$ cat src/rtl/card_auth.sv
module card_auth #(
  parameter int ENTRIES = 256,
  parameter int KEY_W   = 8,
  parameter int PW_W    = 8,
  parameter int TRIES   = 3
) (
  input  logic                       clk,
  input  logic                       rst_n,
  input  logic                       tbl_we,
  input  logic [$clog2(ENTRIES)-1:0] tbl_addr,
  input  logic [KEY_W+PW_W-1:0]      tbl_wdata,
  input  logic                       card_stb,
  input  logic [KEY_W-1:0]           card_id,
  input  logic                       pw_stb,
  input  logic [PW_W-1:0]            pw_val,
  output logic                       pw_req,
  output logic                       auth_ok,
  output logic                       card_kept
);
  localparam int AW = $clog2(ENTRIES);
  localparam int WW = KEY_W + PW_W;
  localparam int TW = $clog2(TRIES + 1);
  localparam logic [AW-1:0] LAST_ADDR = AW'(ENTRIES - 1);
  localparam logic [TW-1:0] LAST_TRY  = TW'(TRIES - 1);

  typedef enum logic [1:0] {IDLE, SCAN, ASK} state_t;

  state_t          state;
  logic [WW-1:0]   table_q [ENTRIES];
  logic [AW-1:0]   scan_addr;
  logic [KEY_W-1:0] card_q;
  logic [PW_W-1:0] pw_q;
  logic [TW-1:0]   tries;

  always_ff @(posedge clk)
    if (tbl_we) table_q[tbl_addr] <= tbl_wdata;

  logic [WW-1:0]    entry;
  logic [KEY_W-1:0] entry_key;
  logic [PW_W-1:0]  entry_pw;
  logic hit, scan_end, pw_good, last_try;

  assign entry     = table_q[scan_addr];
  assign entry_key = entry[WW-1:PW_W];
  assign entry_pw  = entry[PW_W-1:0];
  assign hit       = entry_key == card_q;
  assign scan_end  = scan_addr == LAST_ADDR;
  assign pw_good   = pw_val == pw_q;
  assign last_try  = tries == LAST_TRY;
  assign pw_req    = state == ASK;

  always_ff @(posedge clk) begin
    if (!rst_n) begin
      state     <= IDLE;
      scan_addr <= '0;
      card_q    <= '0;
      pw_q      <= '0;
      tries     <= '0;
      auth_ok   <= 1'b0;
      card_kept <= 1'b0;
    end else begin
      unique case (state)
        IDLE: if (card_stb) begin
          card_q    <= card_id;
          scan_addr <= '0;
          auth_ok   <= 1'b0;
          card_kept <= 1'b0;
          state     <= SCAN;
        end
        SCAN: begin
          if (hit) begin
            pw_q  <= entry_pw;
            tries <= '0;
            state <= ASK;
          end else if (scan_end) begin
            card_kept <= 1'b1;
            state     <= IDLE;
          end else begin
            scan_addr <= scan_addr + 1'b1;
          end
        end
        ASK: if (pw_stb) begin
          if (pw_good) begin
            auth_ok <= 1'b1;
            state   <= IDLE;
          end else if (last_try) begin
            card_kept <= 1'b1;
            state     <= IDLE;
          end else begin
            tries <= tries + 1'b1;
          end
        end
        default: state <= IDLE;
      endcase
    end
  end

  assert_first_hit_R2: assert property (@(posedge clk) disable iff (!rst_n)
    (state == SCAN && hit) |=> pw_req && pw_q == $past(entry_pw));
  assert_miss_R3: assert property (@(posedge clk) disable iff (!rst_n)
    (state == SCAN && scan_end && !hit) |=> card_kept && !pw_req);
  assert_good_pw_R4: assert property (@(posedge clk) disable iff (!rst_n)
    (pw_req && pw_stb && pw_good) |=> auth_ok && !pw_req);
  assert_retry_R5: assert property (@(posedge clk) disable iff (!rst_n)
    (pw_req && pw_stb && !pw_good && !last_try) |=> pw_req && !auth_ok && !card_kept && $stable(pw_q));
  assert_try_bound_R5: assert property (@(posedge clk) disable iff (!rst_n)
    tries <= LAST_TRY);
  assert_third_fail_R6: assert property (@(posedge clk) disable iff (!rst_n)
    (pw_req && pw_stb && !pw_good && last_try) |=> card_kept && !pw_req);
  assert_exclusive_R7: assert property (@(posedge clk) disable iff (!rst_n)
    !(auth_ok && card_kept) && !(pw_req && (auth_ok || card_kept)));
  assert_hold_R7: assert property (@(posedge clk) disable iff (!rst_n)
    ((auth_ok || card_kept) && !card_stb) |=> $stable(auth_ok) && $stable(card_kept));
  assert_busy_ignore_R8: assert property (@(posedge clk) disable iff (!rst_n)
    (state != IDLE && card_stb) |=> $stable(card_q));
endmodule

$ cat config.mk
export PLATFORM = sky130hd
export DESIGN_NAME = card_auth
export DESIGN_NICKNAME = d
export VERILOG_FILES = /design/src/rtl/card_auth.sv
export SDC_FILE = /design/constraint.sdc
export NUM_CORES = 2
export LEC_CHECK = 0
export BUFFER_PORTS_ARGS = -buffer_cell sky130_fd_sc_hd__buf_2
export CORE_MARGIN = 10
export CORE_UTILIZATION = 50
export CTS_CLUSTER_DIAMETER = 150
export DETAILED_ROUTE_END_ITERATION = 8
export GPL_ROUTABILITY_DRIVEN = 1
export PLACE_DENSITY_LB_ADDON = 0.12
export SYNTH_ARGS = -nofsm -noshare
export SYNTH_HDL_FRONTEND = slang
export SYNTH_SLANG_ARGS = --single-unit
$ cat constraint.sdc
create_clock -name clk -period 4.4 [get_ports clk]
set_input_delay 0 -clock clk [delete_from_list [all_inputs] [get_ports clk]]
set_output_delay 0 -clock clk [all_outputs]
set_load 0.005 [all_outputs]
==> run summary <==
Final Cycle Share -> 101.2%
Clock Latency Late Sink -> 0.98 ns
Worst setup SP type -> register
Seq/Total Area, Yosys -> 77.98%
CTS Buf Count -> 420
First-pass DRT Iterations -> 6
routed wire length -> 435100 um
Sink Count -> 4134
max-slew violations -> 0
Min Clock Period, post-route -> 4.451 ns
TritonCTS clock tree -> done
DPL Wire Length -> 271500 um
H-tree levels -> 5
Initial Utilization -> 50.30%
Syn-to-layout area delta -> 16.65%
Synth top cells by count -> edfxtp_1, mux4_2, nor2_1
Synth Warn # -> 0
setup violators final -> 6
status -> complete, but fails checks
io pins -> 48
PortBufs -> 47
Post-Syn Instances -> 6969
first-pass GRT wire length -> 609500 um
worst slew pin tran -> 1.197 ns
CTS root buffer -> clkbuf_16
setup ws final -> -0.05074 ns
grt ovf -> 0
area of the die -> 0.3403 mm^2
antenna violations before repair -> 40
Die X -> 583.4 um
nets -> 7996
worst path arrival time -> 5.34 ns
Slew HR -> 20.13%
routed via count -> 78.79k
dominant cell type by area after synthesis -> edfxtp_1
layout cells sized above 1 -> 33.16%
Synth top area share -> 77.50%
Setup Skew -> 0.06317 ns
syn_nets -> 7020
wire per inst -> 34.91 um
Synth Register Bits -> 4134
static leakage -> 57.08 nW
Yosys cell types -> 58
final hold vios -> 0
PD cells -> 466.9 mW/mm^2
total track usage -> 25.09%
Cell Area, Synth -> 0.1587 mm^2
row cnt -> 206
Synth Area per Inst -> 22.77 um^2
Core Box Area -> 0.3155 mm^2
Post-synth ARST share -> 0%
initial detailed-routing violation count -> 10.14k
failing checks -> setup timing
pre-CTS setup slack -> -0.7615 ns
synth top area cells -> edfxtp_1, mux4_2, mux2i_1, nor2_1, a22oi_1
worst-case clock buffer depth -> 4
largest net degree at the start of global routing -> 154
DRC -> 0
placed cells -> 11.54k
cell with the most instances after synthesis -> edfxtp_1
last weighted congestion value of the routability-driven placer -> 0.8608
RSZ-0062 raised after global routing -> yes
chip height -> 583.4 um
Max FO, Critical Path -> 20
critical path type -> register to register
worst path required time -> 5.28 ns
Post-synth EDFFs -> 4096
f_max -> 224.7 MHz
Antenna Nets Post-Route -> 0
Vias per Instance -> 6.322
Tightest Hold Check Type -> primary input to register
Clock transition at path regs -> 0.06 ns
Synth Flop Type -> edfxtp_1
Max Cap Viol -> 0
Max VDD drop -> 366.1 uV
vias in the first global route -> 77.82k
Non-Filler Instances -> 12.46k
CP endpoint kind -> register
[cells in the final DEF, fill, tap and decap left out, types with 79 or more instances in the layout]
master,Yosys,layout
edfxtp_1,4096,4096
buf_12,0,81
mux4_2,1083,1083
mux2i_1,212,207
nand2_1,135,133
clkbuf_1,180,79
buf_4,26,713
a22oi_1,106,99
nor2_1,299,241
clkbuf_16,0,429
clkinv_1,2,117
[final timing paths]
kind,from,to,slack [ns],cells past startpoint
hold / removal,tbl_wdata[1],table_q[71][1],0.06,2
setup / recovery,register,register,-0.05,16
hold reg to reg,tries[0],tries[0],0.50,2
setup reg to reg,register,register,-0.05,16
[sequential cells by signal (all words and copies together) (netlist names), named ones only]
signal     flops
table_q     4096
card_q         8
pw_q           8
scan_addr      8
state          2
tries          2
auth_ok        1
card_kept      1
[what timing repair did]
item                        CTS  global route
setup endpoints to repair    29            29
hold endpoints to repair   3551             0
setup buffers                15            58
resized for setup            51           109
cloned                        4             9
hold buffers                 65             0
pin swaps                     7            27
[routing by layer]
layer	wire, um	track usage [%]	vias to the layer above	part of all wire [%]
met5	26	0	-	0.0060
met4	14960	7.547	4	3.4
met3	36890	4.371	666	8.5
met2	206200	39.26	3653	47
met1	177000	36.66	42746	41
li1	-	-	31720	-
[worst max-delay path, cell delays in order (launching register included)]
cell      delay, ns
dfxtp_4        0.40
buf_12         0.19
inv_2          0.21
buf_4          0.39
nor2_1         0.13
buf_4          0.16
a221oi_1       0.56
o221ai_1       0.29
nor3_1         0.21
buf_4          0.17
nor4_2         0.04
xnor2_1        0.17
nand3_2        0.23
or3_4          0.51
buf_12         0.17
mux2_4         0.31
a21oi_2        0.15
[through the flow]
step                hold slack, ns  instance area (um^2)  total power [W]  utilization (%)  TNS, ns
floorplan                  0.09887                158700          0.04905                -        0
global placement            0.3622                169400          0.05200            53.69   -18.38
detailed placement          0.3504                169400          0.05206            53.69   -19.36
CTS                       0.005017                183900          0.08655            58.30        0
global route               0.05967                185100          0.08895            58.67   -2.028
finish                     0.05977                185100          0.08644            58.68  -0.1073
[power breakdown]
group,switching [W],total (W),internal (W)
clock,0.0150,0.0345,0.0195
combinational,0.00432,0.00849,0.00417
sequential,0.0000546,0.0434,0.0434
total,0.0194,0.0864,0.0671
[final cells by class]
class | instances | area [um^2]
Antenna cell | 16 | 40.04
Clock buffer | 506 | 10930
Clock inverter | 258 | 2410
Fill cell | 22551 | 130400
Inverter | 11 | 48.80
Multi-Input combinational cell | 2427 | 33790
Sequential cell | 4134 | 123800
Tap cell | 4160 | 5205
Timing Repair Buffer | 951 | 8934
[cell families (layout without fill, tap and decap cells)]
logic type / after synthesis / count (layout) / synth area share, %
flip-flops: 4134 / 4134 / 77.98
other: 0 / 16 / 0
buffers and inverters: 410 / 1726 / 1.213
AO/OA/AOI/OAI: 410 / 410 / 1.798
adder cells (fa/ha/maj): 6 / 6 / 0.04730
XOR/XNOR: 16 / 16 / 0.08830
multiplexers: 1338 / 1338 / 17.01
AND/OR/NAND/NOR: 655 / 657 / 1.861
No activity file was read; power rests on OpenSTA's default activity.
